### src/rtl/srwp_pkg.sv
package srwp_pkg;

    localparam logic [7:0] OP_ARM_STAT = 8'h50;
    localparam logic [7:0] OP_WR_STAT  = 8'h01;

    typedef enum logic [1:0] {
        CNT_NONE,
        CNT_OP,
        CNT_DATA,
        CNT_MORE
    } byte_cnt_e;

    typedef struct packed {
        logic       valid;
        logic [7:0] data;
    } stat_wr_t;

    typedef struct packed {
        logic       freeze;
        logic [1:0] zone;
    } prot_cfg_t;

    localparam prot_cfg_t CFG_RESET = '{freeze: 1'b0, zone: 2'b11};

    // zone code against the two most significant address bits
    function automatic logic zone_hit(input logic [1:0] zone, input logic [1:0] top2);
        case (zone)
            2'b00:   return 1'b0;
            2'b01:   return top2 == 2'b11;
            2'b10:   return top2[1];
            default: return 1'b1;
        endcase
    endfunction

    function automatic logic [7:0] pack_status(input prot_cfg_t cfg, input logic busy,
                                               input logic wel, input logic seq);
        return {cfg.freeze, seq, 2'b00, cfg.zone, wel, busy};
    endfunction

endpackage

### src/rtl/srwp_cmd_track.sv
module srwp_cmd_track
    import srwp_pkg::*;
(
    input  logic       clk,
    input  logic       rst,
    input  logic       rx_valid_i,
    input  logic [7:0] rx_byte_i,
    input  logic       frame_end_i,
    output stat_wr_t   wr_req_o
);

    byte_cnt_e  cnt_q;
    logic [7:0] op_q;
    logic [7:0] data_q;
    logic       arm_q;

    always_ff @(posedge clk) begin
        if (rst) begin
            cnt_q  <= CNT_NONE;
            op_q   <= '0;
            data_q <= '0;
            arm_q  <= 1'b0;
        end else if (frame_end_i) begin
            cnt_q <= CNT_NONE;
            arm_q <= (cnt_q != CNT_NONE) && (op_q == OP_ARM_STAT);
        end else if (rx_valid_i) begin
            case (cnt_q)
                CNT_NONE: begin
                    op_q  <= rx_byte_i;
                    cnt_q <= CNT_OP;
                end
                CNT_OP: begin
                    data_q <= rx_byte_i;
                    cnt_q  <= CNT_DATA;
                end
                default: cnt_q <= CNT_MORE;
            endcase
        end
    end

    always_comb begin
        wr_req_o.valid = frame_end_i && arm_q && (op_q == OP_WR_STAT)
                         && (cnt_q == CNT_DATA || cnt_q == CNT_MORE);
        wr_req_o.data  = data_q;
    end

    // a status write uses up the arm
    a_r5_arm_consumed: assert property (@(posedge clk) disable iff (rst)
        wr_req_o.valid |=> !arm_q);

    // a frame with no opcode byte never raises a write request
    a_r10_empty_frame_no_req: assert property (@(posedge clk) disable iff (rst)
        (frame_end_i && cnt_q == CNT_NONE) |-> !wr_req_o.valid);

endmodule

### src/rtl/srwp_lock_gate.sv
module srwp_lock_gate
    import srwp_pkg::*;
(
    input  logic      clk,
    input  logic      rst,
    input  stat_wr_t  wr_req_i,
    input  logic      hw_lock_n_i,
    output prot_cfg_t cfg_o
);

    prot_cfg_t cfg_q;
    logic      accept;

    assign accept = wr_req_i.valid && (hw_lock_n_i || !cfg_q.freeze);

    always_ff @(posedge clk) begin
        if (rst) begin
            cfg_q <= CFG_RESET;
        end else if (accept) begin
            cfg_q.freeze <= wr_req_i.data[7];
            cfg_q.zone   <= wr_req_i.data[3:2];
        end
    end

    assign cfg_o = cfg_q;

    // pin low with freeze set keeps the whole configuration
    a_r8_frozen_holds: assert property (@(posedge clk) disable iff (rst)
        (!hw_lock_n_i && cfg_q.freeze) |=> $stable(cfg_q));

    // without a write request the configuration never moves
    a_r4_no_req_stable: assert property (@(posedge clk) disable iff (rst)
        !wr_req_i.valid |=> $stable(cfg_q));

endmodule

### src/rtl/srwp_zone_decode.sv
module srwp_zone_decode
    import srwp_pkg::*;
#(
    parameter int ADDR_W = 17
) (
    input  logic [1:0]        zone_i,
    input  logic [ADDR_W-1:0] addr_i,
    output logic              prot_o
);

    logic [1:0] top2;

    generate
        if (ADDR_W >= 2) begin : g_wide
            assign top2 = addr_i[ADDR_W-1 -: 2];
        end else begin : g_narrow
            assign top2 = {addr_i[0], 1'b1};
        end
    endgenerate

    assign prot_o = zone_hit(zone_i, top2);

endmodule

### src/rtl/srwp_top.sv
module srwp_top
    import srwp_pkg::*;
#(
    parameter int ARRAY_BYTES = 131072,
    localparam int ADDR_W = $clog2(ARRAY_BYTES)
) (
    input  logic              clk,
    input  logic              rst,
    input  logic              rx_valid_i,
    input  logic [7:0]        rx_byte_i,
    input  logic              frame_end_i,
    input  logic              hw_lock_n_i,
    input  logic              busy_i,
    input  logic              wr_enabled_i,
    input  logic              seq_prog_i,
    input  logic [ADDR_W-1:0] query_addr_i,
    output logic              query_prot_o,
    output logic [7:0]        stat_o
);

    stat_wr_t  wr_req;
    prot_cfg_t cfg;

    srwp_cmd_track u_track (
        .clk         (clk),
        .rst         (rst),
        .rx_valid_i  (rx_valid_i),
        .rx_byte_i   (rx_byte_i),
        .frame_end_i (frame_end_i),
        .wr_req_o    (wr_req)
    );

    srwp_lock_gate u_gate (
        .clk         (clk),
        .rst         (rst),
        .wr_req_i    (wr_req),
        .hw_lock_n_i (hw_lock_n_i),
        .cfg_o       (cfg)
    );

    srwp_zone_decode #(.ADDR_W(ADDR_W)) u_zone (
        .zone_i (cfg.zone),
        .addr_i (query_addr_i),
        .prot_o (query_prot_o)
    );

    assign stat_o = pack_status(cfg, busy_i, wr_enabled_i, seq_prog_i);

    // zone 00 guards nothing, zone 11 guards everything
    a_r11_zone_none: assert property (@(posedge clk) disable iff (rst)
        (stat_o[3:2] == 2'b00) |-> !query_prot_o);
    a_r11_zone_all: assert property (@(posedge clk) disable iff (rst)
        (stat_o[3:2] == 2'b11) |-> query_prot_o);

    // freeze bit changes only at the end of a frame
    a_r6_change_at_frame_end: assert property (@(posedge clk) disable iff (rst)
        !frame_end_i |=> $stable(stat_o[7]));

endmodule

### config.mk
export PLATFORM = sky130hd
export DESIGN_NAME = srwp_top
export DESIGN_NICKNAME = d
export VERILOG_FILES = /design/src/rtl/srwp_pkg.sv /design/src/rtl/srwp_cmd_track.sv /design/src/rtl/srwp_lock_gate.sv /design/src/rtl/srwp_zone_decode.sv /design/src/rtl/srwp_top.sv
export SDC_FILE = /design/constraint.sdc
export NUM_CORES = 1
export LEC_CHECK = 0
export BUFFER_PORTS_ARGS = -buffer_cell sky130_fd_sc_hd__buf_2
export CAP_MARGIN = 0
export CELL_PAD_IN_SITES_DETAIL_PLACEMENT = 2
export CELL_PAD_IN_SITES_GLOBAL_PLACEMENT = 2
export CORE_MARGIN = 2
export CORE_UTILIZATION = 22
export DETAILED_ROUTE_END_ITERATION = 7
export MAX_ROUTING_LAYER = met4
export PLACE_DENSITY_LB_ADDON = 0.1
export SETUP_SLACK_MARGIN = 0.15
export SYNTH_ARGS = -nofsm -noshare
export SYNTH_HDL_FRONTEND = slang
export SYNTH_SLANG_ARGS = --single-unit
### constraint.sdc
create_clock -name clk -period 1.53 [get_ports clk]
set_input_delay 0 -clock clk [delete_from_list [all_inputs] [get_ports clk]]
set_output_delay 0 -clock clk [all_outputs]
set_load 0.1 [all_outputs]
# ---- Yosys cells after proc, flatten, opt, wreduce, memory -nomap -nowiden
# Cells that the tools add are included.
dict set report totals {
  ff_bits 22
  inputBits 33
  output_inout_bits 9
  elab_cells 31
}
dict set report classes {
  eq_ne 8
  mux 2
  bitwise 1
  reduce_logical 14
}
# cell count
set op_table {}
lappend op_table {{2-bit == test (second input constant)} 4}
lappend op_table {{8-bit by 1-bit == test with 1-bit output (second input constant)} 1}
lappend op_table {{8-bit by 7-bit == test with 1-bit output (second input constant)} 1}
lappend op_table {{3-bit AND reduction} 2}
lappend op_table {{1-bit logical AND} 5}
lappend op_table {{2-bit by 1-bit == test with 1-bit output (second input constant)} 2}
lappend op_table {{2-bit logical NOT} 2}
lappend op_table {{2-bit case mux with 2 select lines} 1}
lappend op_table {{1-bit case mux with 3 select lines} 1}
lappend op_table {{1-bit logical OR} 2}
lappend op_table {{2-bit nonzero test} 1}
lappend op_table {{2-bit OR reduction} 1}
lappend op_table {{1-bit logical NOT} 1}
lappend op_table {{1-bit NOT} 1}

# ---- Depth between registers and ports, before layout
# Gate-level depths: netlist (run 1).
dict set report depth {
  depth_word 4
  ltp_mapped 4
  mapped_depth_nobuf 4
}

# ---- By module
# A second synthesis (run 1) with hierarchy kept.
dict set report unflattened {
  hier_cells 105
  area_unflattened_um2 904.6
}
# mod n_inst cells_each area_each_um2 seq_area_each_um2
set by_module_without_submodules {}
lappend by_module_without_submodules {srwp_cmd_track 1 81 728.2 380.4}
lappend by_module_without_submodules {srwp_lock_gate 1 15 121.4 60.1}
lappend by_module_without_submodules {srwp_top 1 6 41.3 0.0}
lappend by_module_without_submodules {srwp_zone_decode 1 3 13.8 0.0}

# ---- Worst setup path before layout (run 1)
# Ideal clock, no wire load.
dict set report synth_timing {
  kind {reg2out}
  startpoint {reg u_gate.cfg_q, in the netlist u_gate.cfg_o[0]}
  endpoint {out query_prot_o}
  arrival_ns 1.863
  required_time_ns 1.530
  path_slack_ns -0.333
  path_stages_with_launch 3
  cell_sequence {dfxtp_1 > o21ai_0 > nand2_1}
}
dict set report synth_between {
  elab_chain_len 2
  elab_cells_between_ends 4
  cone_classes {eq/ne: 2; mux: 1; reduce/logical: 1}
}
# item line
set synth_lines {}
lappend synth_lines {{start: declaration} srwp_lock_gate.sv:11} ;# prot_cfg_t cfg_q;
lappend synth_lines {{2-bit == test (tied with other cells)} srwp_pkg.sv:27} ;# case (zone)
lappend synth_lines {{1-bit case mux with 3 select lines *} srwp_pkg.sv:27}
lappend synth_lines {{end: declaration} srwp_top.sv:17} ;# output logic query_prot_o,
# Every way passes the cells marked *; elsewhere a longest branch is shown, timed or not.

# ---- Final worst setup path (run 1)
dict set report layout_timing {
  startpoint {reg u_track.op_q[1]}
  endpoint {reg u_gate.cfg_q, in the netlist u_gate.cfg_o[1]}
}
dict set report layout_between {
  elab_chain_len 4
}
# item line
set layout_lines {}
lappend layout_lines {{start: declaration} srwp_cmd_track.sv:13} ;# logic [7:0] op_q;
lappend layout_lines {{start signal: assignment} srwp_cmd_track.sv:29} ;# op_q <= rx_byte_i;
lappend layout_lines {{8-bit by 1-bit == test with 1-bit output} srwp_cmd_track.sv:42} ;# wr_req_o.valid = frame_end_i && arm_q && (op_q == OP_WR_STAT)
lappend layout_lines {{1-bit logical AND} srwp_cmd_track.sv:42}
lappend layout_lines {{1-bit logical AND} srwp_cmd_track.sv:43} ;# && (cnt_q == CNT_DATA || cnt_q == CNT_MORE);
lappend layout_lines {{1-bit logical AND} srwp_lock_gate.sv:14} ;# assign accept = wr_req_i.valid && (hw_lock_n_i || !cfg_q.freeze);
# No other way between the ends.
# A chain may end at the register's enable or synchronous reset.

==> summary.txt, run 1 <==
Synthesis
  – Synth Area per Inst: 8.50 µm²
  – Synth Area in Compound Gates: 0.0870
  – Ranking of synthesized cells by area: dfxtp_1, nand2_1, mux2i_1
  – Seq/Total Area, Yosys: 0.455
  – Simple-Gate Fraction of Synth Area: 0.308
  – Post-synth top area share: 0.455
  – Yosys warnings: 0
  – XOR/XNOR Fraction of Synth Area: 0
  – Synth cell types: 18
  – Adder-Cell Fraction of Synth Area: 0
  – FF+latch count, synth: 17
  – Largest family of logic cells by synthesized area: simple AND/OR/NAND/NOR gates
  – Synthesized instance count: 88
  – Post-Synthesis Cell Area: 748 µm²
  – Mux contribution to synthesized area: 0.0803
  – Dominant cell type by area after synthesis: dfxtp_1

Worst hold path
  – Worst min-delay path class: input pin to output pin
  – Hold depth: 0
  – Hold_sp: wr_enabled_i
  – Hold EP: stat_o[1]

Timing
  – Setup Skew: 4.42 ps
  – Fin crit share: 0.905
  – Highest clock rate: 723 MHz
  – Setup TNS: 0 ps
  – # setup viols final: 0
  – RSZ-0062 raised after global routing: true
  – Final Hold Vio Count: 0
  – Slew Limit Fails: 0
  – Min Tclk post-route: 1380 ps

Floorplanning
  – Die ar.: 3880 µm²
  – Core area: 3310 µm²
  – Placement row count: 21
  – Die X: 62.3 µm
  – I/O pin count: 42
  – Starting density of the core: 0.226
  – Die Ht: 62.3 µm

Setup path
  – R2r worst-path depth: 4
  – WP buf/inv: 0
  – Worst setup path class: register to register
  – CP top delay family: simple AND/OR/NAND/NOR gates
  – Worst Path Max Fanout: 3
  – Crit end category: register
  – FF-to-FF End: u_gate.cfg_o[1]$_SDFFE_PP1P_
  – Worst r2r src: u_track.op_q[1]$_SDFFE_PP0P_
  – Worst setup SP type: register
  – WP data required: 1750 ps
  – R2r setup slk: 150 ps
  – Crit path max-delay cell type: dfxtp_2
  – CP max stage delay: 350 ps
  – Most frequent cell on the critical path: nor4_4
  – Critical Path, Cell by Cell: nor4_4, nand3b_1, nor4_4, mux2i_1
  – Data arrival, critical path: 1610 ps

GRT
  – Global-route wire length before repair: 3330 µm
  – Antenna violations before repair: 0
  – Global Route Usage Sum: 0.114
  – Total gr overflow: 0
  – Vias in the first global route: 703
  – Largest net degree at the start of global routing: 21

Placed design
  – HPWL Detailed: 1430 µm
  – Port buffer count: 18
  – Placed cell area: 887 µm²
  – Gpl congestion: 0.657

Power and ir drop
  – Pwr dens: 829 nW/µm²
  – Worst vdd ir: 0.000259 V
  – Flop pwr share: 0.545
  – Int Power: 619 µW
  – Sw Ratio: 0.276
  – Clk pwr share: 0.298
  – Switching Power: 236 µW
  – Combinational Power Share: 0.157
  – LEAKAGE: 0.000386 µW

Route
  – Initial drt markers: 8
  – Drt via density: 4.23
  – Remaining DRCs: 0
  – Routed Antenna Nets: 0
  – Drt pass-1 iters: 4
  – Vias: 693
  – Routed wire per std cell: 12.2 µm
  – Detailed Route WL: 2000 µm

Finish
  – ANT cells: 0
  – Layout cells sized above 1: 0.305
  – Final Instance Area: 1030 µm²
  – Filler cells: 402
  – Area grow syn2layout: 38.0%
  – Fin nets: 152

Clocking
  – H-tree depth: 1
  – Cts bufs inserted: 3
  – Worst-Skew Late Latency: 290 ps
  – TritonCTS Sinks: 17
  – CTS root buf: clkbuf_4
  – CTS tree: done
  – CTS max path bufs: 2
  – Clock input transition at the sequential cells of the worst setup and hold paths: 110 ps

Flow run
  – Max Cap Viol: 0

Run status
  – Status: completed
[worst reg2reg max path, cell delays in order (launching register included)]
cell and delay, ps:
dfxtp_2 350, nor4_4 250, nand3b_1 190, nor4_4 290
mux2i_1 220
[worst max-delay path by stage]
stage	startpoint	end	slack [ps]	cells after the start
2_1_floorplan	u_track.op_q[1]$_SDFFE_PP0P_	u_gate.cfg_o[0]$_SDFFE_PP1P_	210	4
3_3_place_gp	u_track.op_q[1]$_SDFFE_PP0P_	u_gate.cfg_o[2]$_SDFFE_PP0P_	50	4
3_5_place_dp	u_track.op_q[1]$_SDFFE_PP0P_	u_gate.cfg_o[0]$_SDFFE_PP1P_	-2	4
4_1_cts	u_track.op_q[1]$_SDFFE_PP0P_	u_gate.cfg_o[1]$_SDFFE_PP1P_	80	4
5_1_grt	u_track.op_q[1]$_SDFFE_PP0P_	u_gate.cfg_o[0]$_SDFFE_PP1P_	30	4
6_report	u_track.op_q[1]$_SDFFE_PP0P_	u_gate.cfg_o[1]$_SDFFE_PP1P_	150	4
[power groups by stage]
| stage | sequential [µW] | combinational (µW) | clock, µW |
|---|---|---|---|
| after CTS | 464 | 129 | 273 |
| after global placement | 473 | 105 | 0 |
| after global routing | 468 | 147 | 303 |
| after floorplan | 473 | 107 | 0 |
| after detailed placement | 474 | 108 | 0 |
| final | 466 | 135 | 255 |
[layer usage]
layer | vias to the layer above | part of all wire | track usage
met4 | 0 | 0.0085 | 0.0583
met2 | 12 | 0.47 | 0.170
met1 | 329 | 0.49 | 0.144
li1 | 350 | - | -
met3 | 2 | 0.031 | 0.0290
met5 | - | 0 | -
[synthesized netlist by cell type (all sizes together)]
library cell	number
nor4bb	1
conb	1
dfxtp	17
mux2i	6
nand2	20
nand2b	3
clkbuf	3
buf	5
a21oi	9
or4b	1
o21ai	4
nor4b	1
nand3b	2
nand3	1
nor3	2
nor4	2
nor2	10
[registers in the layout, summed over array words and instances, names as in the netlist]
register	cells
u_gate.cfg_o	3
u_track.arm_q	1
u_track.cnt_q	2
u_track.data_q	3
u_track.op_q	8
[layout by cell type (no fill, tap or decap)]
cell	n
nor2_1	10
buf_4	6
clkbuf_1	1
dfxtp_1	13
o21ai_0	4
nand2_1	19
nand3b_1	2
clkbuf_4	3
buf_2	18
nand2b_1	3
nor4_4	2
or4b_4	1
nor4bb_1	1
nor4b_2	1
dfxtp_2	4
dlygate4sd3_1	9
mux2i_1	6
nand3_1	1
conb_1	2
a21oi_1	9
nand2_2	1
nor3_1	2
[logic make-up (layout without fill, tap and decap cells)]
group                  Yosys count  after routing
AO/OA/AOI/OAI                   13             13
buffers and inverters            8             37
flip-flops                      17             17
multiplexers                     6              6
other                            1              2
AND/OR/NAND/NOR                 43             43
[through the flow]
stage	power (µW)	std cells	hold slack, ps	worst slack [ps]	util
after detailed placement	582	149	0.681	-2.01	0.268
after floorplan	580	89	79.3	206	-
after global routing	918	164	0.144	34.8	0.312
final	855	164	0.0439	146	0.312
after CTS	867	163	0.681	80.8	0.306
after global placement	579	149	0.681	45.2	0.268
[final cells by class]
class,count,area (µm²),area share
Multi-Input combinational cell,64,378,0.366
Sequential cell,17,345,0.335
Timing Repair Buffer,33,225,0.218
Tap cell,46,57.6,0.0558
Clock buffer,4,26.3,0.0255
[timing repair]
action	in CTS	in global routing
hold buffers	9	0
pin swaps	2	0
setup buffers	1	1
gates cloned	0	0
endpoints found under the hold margin	12	0
resized for setup	1	2
setup endpoints to repair	3	11
Power figures use the tool's default switching activity.
==> inputs of run 2 (changes only) <==
--- a/config.mk
+++ b/config.mk
@@ -12,6 +12,7 @@
 export CORE_MARGIN = 2
 export CORE_UTILIZATION = 22
 export DETAILED_ROUTE_END_ITERATION = 7
+export HOLD_SLACK_MARGIN = 0.08
 export MAX_ROUTING_LAYER = met4
 export PLACE_DENSITY_LB_ADDON = 0.1
 export SETUP_SLACK_MARGIN = 0.15
==> run 2 against run 1 <==
Total power up 4.6%. Utilization grew 1.2 points. Sequential share of layout area fell by 1.2 points. First-iteration DRC count fell by 50%. Critical path depth unchanged. Fmax shrank 0.76%. Global-route usage increased by 0.43 points. Register-to-register slack about the same. Cell count increased by 2.4%. Wire length up 2.0%.
==> summary.txt, run 2 (synthesis results as in run 1) <==
Floorplanning
  – Core area: 3310 µm² (unchanged)
  – Starting density of the core: 0.226 (unchanged)
  – Die ar.: 3880 µm² (unchanged)
  – I/O pin count: 42 (unchanged)
  – Placement row count: 21 (unchanged)
  – Die X: 62.3 µm (unchanged)
  – Die Ht: 62.3 µm (unchanged)

Timing
  – Min Tclk post-route: 1390 ps (+10.6 ps)
  – Least-Margin Pin Slew: 971 ps
  – Final Hold Vio Count: 0 (unchanged)
  – Fin crit share: 0.911 (+0.00691)
  – Relative slew margins: 0.351
  – Slew Limit Fails: 0 (unchanged)
  – Highest clock rate: 717 MHz (-0.76%)
  – RSZ-0062 raised after global routing: true
  – Worst hold slack: 97.0 ps (+96.9 ps)
  – Setup Skew: 8.98 ps (+4.56 ps)
  – # setup viols final: 0 (unchanged)

Worst hold path
  – Worst min-delay path class: input pin to register

Placed design
  – Port buffer count: 18 (unchanged)
  – HPWL Detailed: 1430 µm (unchanged)
  – Gpl congestion: 0.657 (unchanged)
  – # placed instances: 149 (unchanged)

GRT
  – Vias in the first global route: 727 (+3.4%)
  – Antenna violations before repair: 0 (unchanged)
  – Largest net degree at the start of global routing: 21 (unchanged)
  – Global Route Usage Sum: 0.119 (+0.00432)
  – Global-route wire length before repair: 3490 µm (+4.8%)
  – Total gr overflow: 0 (unchanged)

Setup path
  – WP data required: 1750 ps (about the same)
  – Critical Path End: u_gate.cfg_o[1]$_SDFFE_PP1P_
  – Worst setup path class: register to register
  – Data arrival, critical path: 1620 ps (about the same)
  – Worst r2r src: u_track.op_q[1]$_SDFFE_PP0P_
  – FF-to-FF End: u_gate.cfg_o[1]$_SDFFE_PP1P_
  – R2r worst-path depth: 4 (unchanged)
  – Worst setup SP type: register
  – R2r setup slk: 140 ps (about the same)
  – Worst Path Max Fanout: 3 (unchanged)
  – Crit path from: u_track.op_q[1]$_SDFFE_PP0P_
  – Crit end category: register

Finish
  – Commonest non-fill, non-tap cell in the layout: nand2_1
  – Largest reg by FF count: u_track.op_q
  – Max reg flops: 8 (unchanged)
  – Non-Filler Instances: 168 (+2.4%)
  – Fin nets: 156 (+2.6%)
  – Most frequent cells in the layout: nand2_1, buf_2, dlygate4sd3_1
  – Layout cells sized above 1: 0.303 (-0.00181)
  – Area grow syn2layout: 43.5%
  – ANT cells: 0 (unchanged)

Route
  – Remaining DRCs: 0 (unchanged)
  – Routed wire per std cell: 12.1 µm (-0.43%)
  – Detailed Route WL: 2040 µm (+2.0%)
  – Initial drt markers: 4 (-4)
  – Vias: 707 (+2.0%)
  – Drt pass-1 iters: 3 (-1)
  – Routed Antenna Nets: 0 (unchanged)
  – Drt via density: 4.21 (-0.41%)

Clocking
  – CTS tree: done
  – H-tree depth: 1 (unchanged)
  – Worst-Skew Late Latency: 300 ps (about the same)
  – Cts bufs inserted: 3 (unchanged)
  – Clock input transition at the sequential cells of the worst setup and hold paths: 110 ps (about the same)
  – CTS root buf: clkbuf_4
  – CTS max path bufs: 2 (unchanged)
  – TritonCTS Sinks: 17 (unchanged)

Power and ir drop
  – Flop pwr share: 0.521 (-0.024)
  – Clk pwr share: 0.285 (-0.013)
  – Worst vdd ir: 0.000260 V (+0.40%)
  – LEAKAGE: 0.000403 µW (+4.4%)
  – Switching Power: 268 µW (+14%)
  – Combinational Power Share: 0.195 (+0.038)
  – Int Power: 627 µW (+1.1%)
  – Pwr dens: 833 nW/µm² (+0.56%)
  – Sw Ratio: 0.300 (+0.0238)

Flow run
  – Max Cap Viol: 0 (unchanged)

Run status
  – Status: completed
[run 2: cell count changes in the layout (fill, tap and decap cells not counted), sizes merged]
cell	before	now
dlygate4sd3	9	13
[run 2: metal layers]
layer  track usage  wire, µm
met1         0.146      1000
met2         0.182       951
met3        0.0290        70
met4        0.0583        17
met5             -         0
[run 2: power by group through the flow]
stage / clock network [µW] / logic [µW] / registers (µW)
after global placement: 0 / 105 / 473
after CTS: 273 / 169 / 464
final: 255 / 174 / 466
after detailed placement: 0 / 108 / 474
after floorplan: 0 / 107 / 473
after global routing: 302 / 188 / 468
[run 2: timing repair]
action	4_1_cts	5_1_grt
resized for setup	1	3
hold buffers	14	0
setup endpoints to repair	3	12
pin swaps	2	0
endpoints found under the hold margin	17	0
setup buffers	1	1
[run 2: worst max-delay path, cell delays in order, from the launching register on]
cell	delay [ps]
dfxtp_2	350
nor4_4	260
nand3b_1	190
nor4_4	290
mux2i_1	220
[run 2: cell type report]
class,instances,area (µm²)
tap,46,57.6
sequential,17,347
clock buffer,4,26.3
timing repair buffer,37,265
multi-input combinational,64,378
fill,396,2240
[run 2: how the worst min path moves through the flow]
stage / from / to / depth (start not counted)
5_1_grt: rst / u_track.data_q[7]$_SDFFE_PP0P_ / 2
2_1_floorplan: frame_end_i / u_track.cnt_q[1]$_SDFFE_PP0P_ / 1
3_5_place_dp: seq_prog_i / stat_o[6] / 0
4_1_cts: rst / u_track.data_q[3]$_SDFFE_PP0P_ / 2
3_3_place_gp: seq_prog_i / stat_o[6] / 0
6_report: rst / u_track.data_q[3]$_SDFFE_PP0P_ / 2
[run 2: stage by stage]
stage	power, µW	setup WS (ps)	TNS [ps]	util	area (µm²)
floorplan	580	206	0	-	758
global placement	579	45.2	0	0.268	887
detailed placement	582	-2.01	-3.97	0.268	887
CTS	906	80.8	0	0.321	1060
global route	958	27.8	0	0.324	1070
finish	894	135	0	0.324	1070
==> inputs of run 3 (changes only) <==
==> constraint.sdc (replaced) <==
create_clock -name clk -period 1.5 [get_ports clk]
set_input_delay 0 -clock clk [delete_from_list [all_inputs] [get_ports clk]]
set_output_delay 0 -clock clk [all_outputs]
set_load 0.1 [all_outputs]
==> run 3 against run 2 <==
Via count grew 0.57%. Die area is the same. Critical path type unchanged. Non-clock buffer count unchanged.
==> summary.txt, run 3 (synthesis results as in run 1) <==
Run status
  – Status: completed

Finish
  – Fin nets: 156 (unchanged)
  – Largest reg by FF count: u_track.op_q
  – Max reg flops: 8 (unchanged)
  – ANT cells: 0 (unchanged)
  – Fin util: 0.324 (unchanged)
  – Layout cells sized above 1: 0.303 (unchanged)
  – Most frequent cells in the layout: nand2_1, buf_2, dlygate4sd3_1
  – Commonest non-fill, non-tap cell in the layout: nand2_1
  – Area grow syn2layout: 43.5% (unchanged)
  – Non-Filler Instances: 168 (unchanged)

Setup path
  – Critical Path, Cell by Cell: nor4_4, nand3b_1, nor4_4, mux2i_1
  – Crit path max-delay cell type: dfxtp_2
  – CP top delay family: simple AND/OR/NAND/NOR gates
  – WP data required: 1720 ps (-30 ps)
  – Data arrival, critical path: 1610 ps (about the same)
  – Crit end category: register
  – R2r setup slk: 110 ps (-20 ps)
  – Worst r2r src: u_track.op_q[1]$_SDFFE_PP0P_
  – FF-to-FF End: u_gate.cfg_o[1]$_SDFFE_PP1P_
  – Worst setup path class: register to register
  – Worst Path Max Fanout: 3 (unchanged)
  – Worst setup SP type: register
  – CP max stage delay: 350 ps (about the same)
  – R2r worst-path depth: 4 (unchanged)
  – Most frequent cell on the critical path: nor4_4
  – WP buf/inv: 0 (unchanged)

Floorplanning
  – Core area: 3310 µm² (unchanged)
  – Die X: 62.3 µm (unchanged)
  – Die ar.: 3880 µm² (unchanged)
  – Starting density of the core: 0.226 (unchanged)
  – Die Ht: 62.3 µm (unchanged)
  – Placement row count: 21 (unchanged)
  – I/O pin count: 42 (unchanged)

Power and ir drop
  – Flop pwr share: 0.520 (about the same)
  – LEAKAGE: 0.000403 µW (about the same)
  – Combinational Power Share: 0.194 (about the same)
  – Worst vdd ir: 0.000266 V (+2.0%)
  – Int Power: 639 µW (+2.0%)
  – Switching Power: 275 µW (+2.6%)
  – Pwr dens: 851 nW/µm² (+2.2%)
  – Total power: 914 µW (+2.2%)
  – Clk pwr share: 0.286 (about the same)
  – Sw Ratio: 0.301 (+0.00117)

Route
  – Detailed Route WL: 2050 µm (+0.29%)
  – Remaining DRCs: 0 (unchanged)
  – Vias: 711 (+0.57%)
  – Routed Antenna Nets: 0 (unchanged)
  – Drt via density: 4.23 (+0.57%)
  – Routed wire per std cell: 12.2 µm (+0.29%)
  – Initial drt markers: 13 (+9)
  – Drt pass-1 iters: 4 (+1)

Timing
  – Least-Margin Pin Slew: 971 ps (unchanged)
  – RSZ-0062 raised after global routing: true
  – Slew Limit Fails: 0 (unchanged)
  – Setup ws final: 111 ps (-24.9 ps)
  – Highest clock rate: 720 MHz (+0.36%)
  – Worst hold slack: 97.4 ps (+0.475 ps)
  – Final Hold Vio Count: 0 (unchanged)
  – Relative slew margins: 0.351 (unchanged)
  – Setup Skew: 11.0 ps (+2.02 ps)
  – Min Tclk post-route: 1390 ps (-5.06 ps)
  – Fin crit share: 0.926 (+0.0149)
  – # setup viols final: 0 (unchanged)

Clocking
  – CTS root buf: clkbuf_4
  – Clock input transition at the sequential cells of the worst setup and hold paths: 110 ps (about the same)
  – Cts bufs inserted: 3 (unchanged)
  – H-tree depth: 1 (unchanged)
  – Worst-Skew Late Latency: 300 ps (about the same)
  – TritonCTS Sinks: 17 (unchanged)
  – CTS tree: done
  – CTS max path bufs: 2 (unchanged)

GRT
  – Global-route wire length before repair: 3440 µm (-1.6%)
  – Busiest layer in global routing: met2
  – Vias in the first global route: 739 (+1.7%)
  – Met3 Use GR: 0.0290 (unchanged)
  – Antenna violations before repair: 0 (unchanged)
  – Global Route Usage Sum: 0.118 (-0.000786)
  – Met1 Usage GRT: 0.140 (-0.00670)
  – Global-route met2 utilization: 0.188 (+0.00543)
  – Largest net degree at the start of global routing: 21 (unchanged)
  – Total gr overflow: 0 (unchanged)

Flow run
  – Max Cap Viol: 0 (unchanged)

Worst hold path
  – Hold depth: 2 (unchanged)
  – Hold_sp: rst
  – Hold EP: u_track.data_q[3]$_SDFFE_PP0P_
  – Worst min-delay path class: input pin to register

Placed design
  – Port buffer count: 18 (unchanged)
  – # placed instances: 149 (unchanged)
  – DP Worst Slack: -32.0 ps (-30.0 ps)
  – Gpl congestion: 0.657 (unchanged)
  – HPWL Detailed: 1430 µm (unchanged)
## run 3: worst max-delay path by stage
| stage | start | endpoint | slack [ps] | cells after the start |
|---|---|---|---|---|
| 2_1_floorplan | u_track.op_q[1]$_SDFFE_PP0P_ | u_gate.cfg_o[0]$_SDFFE_PP1P_ | 180 | 4 |
| 5_1_grt | u_track.op_q[1]$_SDFFE_PP0P_ | u_gate.cfg_o[0]$_SDFFE_PP1P_ | -2 | 4 |
| 3_3_place_gp | u_track.op_q[1]$_SDFFE_PP0P_ | u_gate.cfg_o[2]$_SDFFE_PP0P_ | 20 | 4 |
| 4_1_cts | u_track.op_q[1]$_SDFFE_PP0P_ | u_gate.cfg_o[1]$_SDFFE_PP1P_ | 50 | 4 |
| 3_5_place_dp | u_track.op_q[1]$_SDFFE_PP0P_ | u_gate.cfg_o[0]$_SDFFE_PP1P_ | -30 | 4 |
| 6_report | u_track.op_q[1]$_SDFFE_PP0P_ | u_gate.cfg_o[1]$_SDFFE_PP1P_ | 110 | 4 |
## run 3: worst reg2reg max path, stage by stage, from the launching register on
cell and delay (ps):
dfxtp_2 350, nor4_4 250, nand3b_1 190, nor4_4 290
mux2i_1 220
## run 3: power groups by stage
stage	Combinational, µW	Sequential (µW)	Clock (µW)
finish	177	475	262
global route	191	477	308
detailed placement	110	483	0
floorplan	109	482	0
CTS	174	473	279
global placement	108	483	0
## run 3: cell type report
type,instances,area (µm²)
fillers,395,2240
well taps,46,57.6
clock buffers,4,26.3
multi-input cells,64,378
repair buffers,37,265
flip-flops and latches,17,347
## run 3: what timing repair did
item	CTS	global route
hold buffers	14	0
pin swaps	2	0
setup buffers	1	1
cloned	0	0
setup endpoints to repair	5	6
gates resized for setup	2	3
hold endpoints to repair	17	0
## run 3: stage by stage
stage	TNS, ps	area, µm²
after global placement	0	887
after CTS	0	1070
after detailed placement	-90.3	887
after floorplan	0	758
after global routing	-2.20	1070
final	0	1070
## run 3: metal layers
layer,share of wire,wire length [µm],vias up
li1,-,-,357
met1,0.48,981,336
met2,0.48,978,16
met3,0.034,70,2
met4,0.0083,17,0
met5,0,0,-
